[src/rtl/dram_page_hit.sv]
module dram_page_hit #(
  parameter int ADDR_W  = 24,
  parameter int BANK_W  = 2,
  parameter int MIN_COL = 9
) (
  input  logic              clk,
  input  logic              rst_n,
  input  logic [ADDR_W-1:0] req_addr,
  input  logic [BANK_W-1:0] req_bank,
  input  logic              page_en,
  input  logic [1:0]        page_size,
  input  logic              hold_on_loss,
  input  logic              master_lost,
  input  logic              acc_done,
  output logic              in_page
);

  logic [ADDR_W-1:0] col_mask, row_key, row_q;
  logic [BANK_W-1:0] bank_q;
  logic [2:0]        cfg, cfg_q;
  logic              valid_q, drop;

  assign col_mask = ~({ADDR_W{1'b1}} << (MIN_COL + 32'(page_size)));
  assign row_key  = req_addr & ~col_mask;
  assign cfg      = {page_en, page_size};
  assign drop     = master_lost & ~hold_on_loss;

  assign in_page = page_en & valid_q & (cfg == cfg_q) &
                   (req_bank == bank_q) & (row_key == row_q);

  always_ff @(posedge clk or negedge rst_n) begin
    if (!rst_n) begin
      valid_q <= 1'b0;
      row_q   <= '0;
      bank_q  <= '0;
      cfg_q   <= '0;
    end else begin
      cfg_q <= cfg;
      if (acc_done) begin
        row_q  <= row_key;
        bank_q <= req_bank;
      end
      if (drop)
        valid_q <= 1'b0;
      else if (acc_done)
        valid_q <= 1'b1;
      else if (cfg != cfg_q)
        valid_q <= 1'b0;
    end
  end

endmodule

[config.mk]
export PLATFORM = sky130hd
export DESIGN_NAME = dram_page_hit
export DESIGN_NICKNAME = d
export VERILOG_FILES = /design/src/rtl/dram_page_hit.sv
export SDC_FILE = /design/constraint.sdc
export NUM_CORES = 1
export LEC_CHECK = 0
export ABC_AREA = 0
export BUFFER_PORTS_ARGS = -buffer_cell sky130_fd_sc_hd__buf_2
export CORE_ASPECT_RATIO = 1.75
export CORE_MARGIN = 2
export CORE_UTILIZATION = 30
export DETAILED_ROUTE_END_ITERATION = 12
export GPL_TIMING_DRIVEN = 0
export SKIP_LAST_GASP = 1
export SLEW_MARGIN = 20
export SYNTH_ARGS = -nofsm -noshare
export SYNTH_HDL_FRONTEND = slang
export SYNTH_SLANG_ARGS = --single-unit
[constraint.sdc]
create_clock -name clk -period 2.12 [get_ports clk]
set_input_delay 0.212 -clock clk [delete_from_list [all_inputs] [get_ports clk]]
set_output_delay 0.212 -clock clk [all_outputs]
set_load 0.05 [all_outputs]
==> results by group, run 1 <==
CTS
  – Clock sinks: 22
  – CTS max path bufs: 2
  – H-tree levels: 1
  – CTS tree: yes
  – Setup bufs post-CTS: 0
  – CTS clk-pin slew, worst paths: 0.08 ns
  – CTS buffer count: 3
  – Worst skew pair latency: 0.26 ns
  – Clk root buf: clkbuf_8

STA
  – Fin crit share: 95.36%
  – RSZ-0062 raised after global routing: false
  – Slew @ Worst Pin: 0.4956 ns
  – Fin. max-slew vios: 0
  – Final hold viol count: 0
  – Final setup vio count: 0
  – Final critical-path required period: 2.022 ns
  – Clock Skews: 0.001585 ns
  – Fmax achieved: 0.4946 GHz
  – WHS: 0.1026 ns
  – Normalized max-slew margin: 66.96%

Setup path
  – CP Class: flip-flop to primary output
  – Worst Setup End Kind: primary output
  – RR Startpoint: cfg_q[2]$_DFF_PN0_
  – Slowest stage delay, CP: ~0.54 ns
  – Startpoint Class: flip-flop
  – Slowest CP cell: or4_4
  – Worst path top cell family by delay: simple AND/OR/NAND/NOR gates
  – Crit path max fanout: 2
  – R2r setup slk: approximately 1.2 ns
  – Worst path arrival time: 1.81 ns
  – Worst EP required: 1.91 ns
  – CP Cell Sequence: xnor2_1 -> o211ai_1 -> or4_4 -> nor4_4 -> buf_6
  – Worst setup path startpoint: row_q[20]$_DFFE_PN0P_
  – Buffers plus inverters on the worst setup path: 1

Placement
  – Post-DP HPWL: 1.511 mm
  – Placed inst area: 0.001217 mm2
  – Placed Cells: approximately 150
  – Port Buf Inserts: 24
  – Routability Congestion: 0.7196

GRT
  – Global-route wire length before repair: 3.249 mm
  – Total grt overflow: 0
  – Largest net degree at the start of global routing: 23
  – Overall Global Routing Usage: 10.82%
  – Vias in the first global route: between 700 and 800
  – Initial antenna violation count: 0

Routing
  – Routed WL: 1.863 mm
  – Routed wl met2: 982 um
  – Top routing layer in use: met4
  – Drt via density: 4.384
  – Pre-Repair DR Iteration Count: 2
  – Detail Route Antenna Nets: 0
  – M1 WL: ~760 um
  – Met3 wire length: 72 um
  – Avg WL per Cell: 12.34 um
  – Starting DRC count in detailed routing: 7
  – Drc violations: 0
  – Via count: about 660

Power
  – Net load switching power: 216.2 uW
  – Reg power frac: 52.0%
  – LEAKAGE: 0.5642 nW
  – Peak supply drop: 0.0003094 V
  – Total power draw: 919.4 uW
  – Sw frac: between 20% and 30%
  – Pint: between 700 and 800 uW
  – Gate power share: 15.6%
  – P per Cell Area: 711.4 mW/mm2
  – Clock power frac: ~32%

Cells and area
  – Final instance area: about 0.0013 mm2
  – Commonest cells after routing, fill and taps aside: buf_2, dfrtp_1, mux2_2
  – Commonest non-fill, non-tap cell in the layout: buf_2
  – Layout cells sized above 1: 46.23%
  – Inserted Diodes: 0
  – Syn-to-layout area delta: 25.21%
  – Final cell count without fillers: between 150 and 200
  – Final nets: 141

Flow run
  – Max-cap violations: 0

Floorplan
  – I/O pins: 35
  – CORE AREA: between 0.003 and 0.004 mm2
  – Row count: 28
  – Die area: 0.003944 mm2
  – Die extent in x: 48.34 um
  – Starting Density: 31.02%
  – DIE HEIGHT: ~82 um

Synthesis
  – Cell count after synthesis: 77
  – Sequential fraction of the synthesis area: 53.33%
  – Yosys reg bits: 22
  – Total number of yosys warnings: 0
  – Synth Cell Area: 0.001032 mm2
  – Syn nets: around 110
  – Mapped Avg Cell Area: 13.41 um2
  – Distinct cells, synth: 19

Outcome
  – Status: finished clean

Worst hold path
  – Hold Crit Class: input pin to flip-flop
  – Min-delay src: page_size[0]
what timing repair did:
item                       in CTS  in global routing
hold endpoints to repair       22                  0
setup endpoints to repair       1                  0
resized for setup               3                  0
hold buffers                    1                  0
layout make-up:
cell class,count,area [um2]
buffer,2,8.758
clock buffer,4,55.05
fill,343,2036
inverter,1,3.754
multi-input combinational,52,481.7
sequential,22,550.5
tap,45,56.30
timing repair buffer,25,136.4
worst reg2reg max path: cells and delay by family, from the launching register on:
kind,cells,cell delay [ns]
simple gates,1,0.13
xor+xnor,1,0.15
compound gates,1,0.16
flops,1,0.40
logic make-up (layout without fill, tap and decap cells):
logic type | count (synthesis) | count (layout) | share of synthesized area [%]
compound gates | 5 | 5 | 2.909
xor+xnor | 19 | 19 | 16.85
buf+inv | 3 | 32 | 1.211
flops | 22 | 22 | 53.33
mux | 16 | 16 | 17.45
simple gates | 12 | 12 | 8.241
power groups by stage:
stage                     clock network, mW  registers (mW)  logic, mW
final                                 0.298           0.478      0.143
after global placement                    0           0.484      0.141
after global routing                  0.332           0.484      0.162
after floorplan                           0           0.482     0.0925
after detailed placement                  0           0.487      0.145
after CTS                             0.312           0.479      0.148
sequential cells by signal, indices dropped and copies added, names as in the netlist:
name,cells
bank_q,2
cfg_q,3
row_q,16
valid_q,1
cells in the mapped netlist:
cell type | count | area share [%]
xor2_1 | 4 | 3.4
nand4_1 | 4 | 2.4
nor2b_1 | 2 | 1.2
dfrtp_1 | 22 | 53
clkbuf_1 | 1 | 0.36
a21boi_0 | 1 | 0.73
nand2_1 | 1 | 0.36
mux2_2 | 16 | 17
o211ai_1 | 1 | 0.73
xnor2_1 | 14 | 12
inv_1 | 1 | 0.36
nand2b_2 | 1 | 0.85
xnor2_2 | 1 | 1.6
or4_1 | 1 | 0.73
nor3b_1 | 2 | 1.5
a21oi_1 | 2 | 0.97
nor4_2 | 1 | 1.2
o21ai_0 | 1 | 0.48
buf_2 | 1 | 0.48
stage by stage:
step | utilization, % | setup TNS [ns] | worst slack (ns)
floorplan | - | 0 | 0.06267
global placement | 36.58 | 0 | 0.04950
detailed placement | 36.58 | -0.005803 | -0.005803
CTS | 38.83 | 0 | 0.06438
global route | 38.83 | 0 | 0.006504
finish | 38.83 | 0 | 0.09826
layer usage:
metal  GRT usage (%)  up-vias
li1                -      325
met1           12.54      313
met2           18.19       20
met3           1.818        4
met4           7.714        0
met5               0        -
final timing paths:
check | to | depth (start not counted)
worst max-delay path | in_page | 5
worst min-delay path | cfg_q[0]$_DFF_PN0_ | 1
worst max register to register | valid_q$_DFFE_PN0P_ | 3
worst min register to register | row_q[8]$_DFFE_PN0P_ | 1
max in group asynchronous | row_q[17]$_DFFE_PN0P_ | 2
min in group asynchronous | row_q[23]$_DFFE_PN0P_ | 2
(Power assumes the default switching activity.)
==> inputs of run 2 (changes only) <==
--- a/config.mk
+++ b/config.mk
@@ -7,11 +7,14 @@
 export LEC_CHECK = 0
 export ABC_AREA = 0
 export BUFFER_PORTS_ARGS = -buffer_cell sky130_fd_sc_hd__buf_2
+export CELL_PAD_IN_SITES_DETAIL_PLACEMENT = 0
+export CELL_PAD_IN_SITES_GLOBAL_PLACEMENT = 2
 export CORE_ASPECT_RATIO = 1.75
 export CORE_MARGIN = 2
 export CORE_UTILIZATION = 30
 export DETAILED_ROUTE_END_ITERATION = 12
 export GPL_TIMING_DRIVEN = 0
+export PLACE_DENSITY = 0.83
 export SKIP_LAST_GASP = 1
 export SLEW_MARGIN = 20
 export SYNTH_ARGS = -nofsm -noshare
==> run 2 against run 1 <==
  * Wire length increased by 4.2%
  * Sequential power about the same
  * Combinational power barely moved
  * Cell count grew 0.66%
  * Count of clock-buffer cells in the layout unchanged
  * Flip-flop and latch count unchanged
  * Clock power hardly changed
  * First-iteration DRC count decreased by 43%
  * Non-clock buffer count increased by 1
==> results by group, run 2 (synthesis gave the netlist of run 1 again) <==
Floorplan
  – Die area: 0.003944 mm2
  – Die extent in x: 48.34 um
  – Starting Density: 31.02%
  – I/O pins: 35
  – Row count: 28
  – DIE HEIGHT: 81.60 um
  – CORE AREA: 0.003328 mm2

GRT
  – Largest net degree at the start of global routing: 23
  – Vias in the first global route: around 740
  – Initial antenna violation count: 0
  – Total grt overflow: 0
  – Global-route wire length before repair: 3.270 mm
  – Overall Global Routing Usage: 10.73%

STA
  – Fmax achieved: 0.4824 GHz
  – Fin crit share: ~98%
  – Slew @ Worst Pin: about 0.53 ns
  – Setup_tns: 0 ns
  – Final setup vio count: 0
  – RSZ-0062 raised after global routing: true
  – Final hold viol count: 0
  – Fin. max-slew vios: 0
  – WHS: roughly 0.11 ns
  – Clock Skews: 0.001536 ns
  – Final critical-path required period: 2.073 ns
  – Normalized max-slew margin: 64.92%

Cells and area
  – Fin util: 39.06%
  – Multi-input combinational cell area: about 480 um2
  – Commonest non-fill, non-tap cell in the layout: buf_2
  – Filler cells: around 330
  – Final nets: 142
  – Top flop regs: row_q: 16 flops, cfg_q: 3 flops, bank_q: 2 flops
  – Commonest cells after routing, fill and taps aside: buf_2, dfrtp_1, mux2_2
  – Register area: 550.5 um2
  – Max reg flops: 16
  – Syn-to-layout area delta: 25.94%
  – Layout cells sized above 1: 46.73%
  – Largest register by flop count: row_q
  – Inserted Diodes: 0
  – Final instance area: 0.001300 mm2

Power
  – LEAKAGE: 0.5683 nW
  – Sw frac: a little under a quarter
  – P per Cell Area: approximately 710 mW/mm2
  – Gate power share: between 15 and 20%
  – Peak supply drop: approximately 0.00034 V
  – Pint: 703.9 uW
  – Reg power frac: a little over half
  – Clock power frac: 32.2%
  – Total power draw: 919.4 uW
  – Net load switching power: 215.5 uW

Setup path
  – R2r setup slk: 1.10 ns
  – Worst EP required: 1.91 ns
  – RR Startpoint: cfg_q[2]$_DFF_PN0_
  – Worst Setup End Kind: primary output
  – R2R Path End: valid_q$_DFFE_PN0P_
  – Worst path arrival time: 1.86 ns
  – Startpoint Class: flip-flop
  – CP Class: flip-flop to primary output
  – R2R depth: 4
  – Crit path max fanout: 2

Placement
  – Routability Congestion: 0.7213
  – Post-DP HPWL: 1.600 mm
  – Port Buf Inserts: 24
  – Placed inst area: 0.001217 mm2

CTS
  – Worst skew pair latency: 0.26 ns
  – CTS clk-pin slew, worst paths: 0.08 ns
  – CTS tree: yes
  – Clk root buf: clkbuf_8
  – CTS max path bufs: 2
  – Clock sinks: 22
  – H-tree levels: 1
  – CTS buffer count: 3

Worst hold path
  – Hold Path Stages: 1
  – Hold Crit Class: input pin to flip-flop
  – Min-delay src: page_en
  – Worst Hold Path EP: cfg_q[2]$_DFF_PN0_

Routing
  – Drt via density: approximately 4.4
  – Routed WL: roughly 2 mm
  – Drc violations: 0
  – Pre-Repair DR Iteration Count: 2
  – Starting DRC count in detailed routing: 4
  – Detail Route Antenna Nets: 0
  – Via count: 673
  – Avg WL per Cell: between 10 and 15 um

Flow run
  – Max-cap violations: 0

Outcome
  – Status: finished clean
==> run 2: changes by cell type in the layout (fill, tap and decap cells not counted), sizes merged <==
| cell | before | now |
|---|---|---|
| buf | 25 | 26 |
==> run 2: final cells by class <==
type | instances | share of cell area (%)
flip-flops and latches | 22 | 42.35
multi-input cells | 52 | 37.05
repair buffers | 26 | 11.07
well taps | 45 | 4.331
clock buffers | 4 | 4.235
plain buffers | 2 | 0.6737
inverters | 1 | 0.2887
==> run 2: critical path, cell delays in order (launching register included) <==
cell,delay (ns)
dfrtp_1,0.40
xnor2_2,0.12
nand4_1,0.15
or4_4,0.57
nor4_4,0.17
buf_6,0.20
==> run 2: repair_timing <==
item                                    4_1_cts  5_1_grt
endpoints found under the hold margin        22        0
buffers inserted                              1        0
resized for setup                             3        0
pin swaps                                     2        0
endpoints found under the setup margin        1        1
hold buffers                                  1        0
==> run 2: layer usage <==
metal,vias to the layer above,track usage (%),share of wire (%)
met5,-,0,0
met4,0,4.286,0.98
met3,2,1.818,2.6
met2,17,20.28,56
met1,328,11.93,40
li1,326,-,-
==> run 2: power by group through the flow <==
stage,sequential [mW],clock [mW],combinational (mW)
after floorplan,0.482,0,0.0925
after global placement,0.485,0,0.140
after detailed placement,0.488,0,0.145
after CTS,0.479,0.306,0.149
after global routing,0.484,0.328,0.160
final,0.479,0.296,0.144
==> run 2: metrics by stage <==
stage,setup slack [ns],instances
after detailed placement,0.005799,146
after global placement,0.03441,146
after CTS,0.02109,152
after global routing,-0.06719,152
after floorplan,0.06267,77
final,0.04691,152
==> run 2: how the worst max path moves through the flow <==
stage,to,slack (ns),depth (start not counted),start
global route,in_page,-0.07,5,cfg_q[1]$_DFF_PN0_
global placement,in_page,0.03,6,page_size[1]
detailed placement,in_page,0.006,6,page_size[1]
CTS,in_page,0.02,5,cfg_q[2]$_DFF_PN0_
finish,in_page,0.05,5,cfg_q[2]$_DFF_PN0_
floorplan,in_page,0.06,4,cfg_q[0]$_DFF_PN0_
==> inputs of run 3 (changes only) <==
--- a/config.mk
+++ b/config.mk
@@ -15,6 +15,7 @@
 export DETAILED_ROUTE_END_ITERATION = 12
 export GPL_TIMING_DRIVEN = 0
 export PLACE_DENSITY = 0.83
+export RECOVER_POWER = 50
 export SKIP_LAST_GASP = 1
 export SLEW_MARGIN = 20
 export SYNTH_ARGS = -nofsm -noshare
==> run 3 against run 2 <==
  * Global-route usage unchanged
  * Sequential power hardly changed
  * Total power about the same
  * Via count unchanged
  * Die area did not move
  * Non-clock buffer count unchanged
  * Cell area is 0.29% lower
  * First-iteration DRC count unchanged
  * Critical endpoint unchanged
==> results by group, run 3 (synthesis gave the netlist of run 1 again) <==
Outcome
  – Status: finished clean

Cells and area
  – Top flop regs: row_q: 16 flops, cfg_q: 3 flops, bank_q: 2 flops
  – Fin util: 38.95%
  – Largest register by flop count: row_q
  – Commonest non-fill, non-tap cell in the layout: dfrtp_1
  – Commonest cells after routing, fill and taps aside: dfrtp_1, buf_2, mux2_2
  – Final nets: 142
  – Layout cells sized above 1: a little over two fifths
  – Filler cells: 330
  – Inserted Diodes: 0
  – Max reg flops: 16
  – Multi-input combinational cell area: between 400 and 500 um2
  – Syn-to-layout area delta: 25.58%
  – Register area: 550.5 um2

Routing
  – Routed WL: 1.939 mm
  – Via count: approximately 670
  – Pre-Repair DR Iteration Count: 2
  – Avg WL per Cell: 12.76 um
  – Detail Route Antenna Nets: 0
  – Drc violations: 0
  – Starting DRC count in detailed routing: 4
  – Drt via density: 4.428

STA
  – Final hold viol count: 0
  – Fin. max-slew vios: 0
  – Slew @ Worst Pin: 1.175 ns
  – RSZ-0062 raised after global routing: true
  – Fin crit share: 97.81%
  – Fmax achieved: ~0.48 GHz
  – Setup ws final: roughly 0.046 ns
  – Clock Skews: 0.001536 ns
  – Final setup vio count: 0
  – Final critical-path required period: 2.074 ns
  – Normalized max-slew margin: between 20% and 30%

GRT
  – Vias in the first global route: 738
  – Overall Global Routing Usage: a little over a tenth
  – Initial antenna violation count: 0
  – Global-route wire length before repair: between 3 and 4 mm
  – Largest net degree at the start of global routing: 23
  – Total grt overflow: 0

Power
  – Total power draw: 918.6 uW
  – P per Cell Area: just over 700 mW/mm2
  – LEAKAGE: 0.5600 nW
  – Peak supply drop: roughly 0.00034 V

CTS
  – Clk root buf: clkbuf_8
  – CTS tree: yes
  – Clock sinks: 22
  – Worst skew pair latency: 0.26 ns
  – H-tree levels: 1
  – CTS buffer count: 3
  – CTS clk-pin slew, worst paths: ~0.080 ns
  – CTS max path bufs: 2

Setup path
  – Worst path top cell family by delay: simple AND/OR/NAND/NOR gates
  – CP Cell Sequence: xnor2_2 -> nand4_1 -> or4_4 -> nor4_4 -> buf_6
  – Worst EP required: 1.91 ns
  – Slowest stage delay, CP: 0.57 ns
  – Buffers plus inverters on the worst setup path: 1
  – Worst Setup End Kind: primary output
  – CP Class: flip-flop to primary output
  – Worst path arrival time: 1.86 ns
  – Startpoint Class: flip-flop
  – Slowest CP cell: or4_4
  – Crit path max fanout: 2

Floorplan
  – Starting Density: 31.02%
  – I/O pins: 35
  – CORE AREA: about 0.0033 mm2
  – Die area: just under 0.004 mm2
  – DIE HEIGHT: about 82 um
  – Die extent in x: ~48 um
  – Row count: 28

Placement
  – Pre-CTS setup slack: slightly below 0.006 ns
  – Port Buf Inserts: 24
  – Routability Congestion: 0.7213
  – Post-DP HPWL: ~1.6 mm

Flow run
  – Max-cap violations: 0

Worst hold path
  – Hold Crit Class: input pin to flip-flop
## run 3: changes by cell type in the layout (fill, tap and decap cells not counted)
cell,before,now
buf_2,24,21
clkbuf_1,1,4
## run 3: final cells by class
| type | count | share of cell area, % |
|---|---|---|
| plain buffers | 2 | 0.6757 |
| well taps | 45 | 4.344 |
| multi-input cells | 52 | 37.16 |
| repair buffers | 26 | 10.81 |
| flip-flops and latches | 22 | 42.47 |
| clock buffers | 4 | 4.247 |
| inverters | 1 | 0.2896 |
## run 3: worst register-to-register path: stages, from the launching register on
cell	delay (ns)
dfrtp_1	0.40
xnor2_2	0.12
nand4_1	0.15
buf_4	0.16
a21oi_1	0.12
## run 3: repair_timing
item / 4_1_cts / 5_1_grt
endpoints found under the hold margin: 22 / 0
pin swaps: 2 / 0
setup endpoints to repair: 1 / 1
buffers inserted: 1 / 0
resized for setup: 3 / 0
hold buffers: 1 / 0
## run 3: routing by layer
layer,share of wire [%],up-vias,global-route usage (%)
met4,0.98,0,4.286
li1,-,326,-
met5,0,-,0
met3,2.7,2,1.818
met2,57,17,20.28
met1,40,328,11.93
## run 3: where the power goes
part / total, mW / internal [mW] / switching (mW)
Clock: 0.296 / 0.165 / 0.131
Sequential: 0.479 / 0.455 / 0.0238
Combinational: 0.143 / 0.0826 / 0.0607
## run 3: final timing paths
check / start / endpoint / slack [ns] / depth (start not counted)
min: page_size[1] / cfg_q[1]$_DFF_PN0_ / 0.12 / 1
min reg2reg: row_q[8]$_DFFE_PN0P_ / row_q[8]$_DFFE_PN0P_ / 0.52 / 1
max in group asynchronous: rst_n / row_q[13]$_DFFE_PN0P_ / 0.72 / 2
max: cfg_q[2]$_DFF_PN0_ / in_page / 0.05 / 5
min in group asynchronous: rst_n / cfg_q[1]$_DFF_PN0_ / 0.71 / 2
max reg2reg: cfg_q[2]$_DFF_PN0_ / valid_q$_DFFE_PN0P_ / 1.10 / 4
## run 3: metrics by stage
| stage | setup TNS (ns) | cell area, um2 | std cells | hold slack (ns) |
|---|---|---|---|---|
| finish | 0 | 1296 | 152 | 0.1223 |
| global route | -0.06719 | 1296 | 152 | 0.1135 |
| CTS | 0 | 1300 | 152 | 0.1035 |
| detailed placement | 0 | 1217 | 146 | 0.2107 |
| global placement | 0 | 1217 | 146 | 0.1959 |
| floorplan | 0 | 1041 | 77 | -0.08359 |
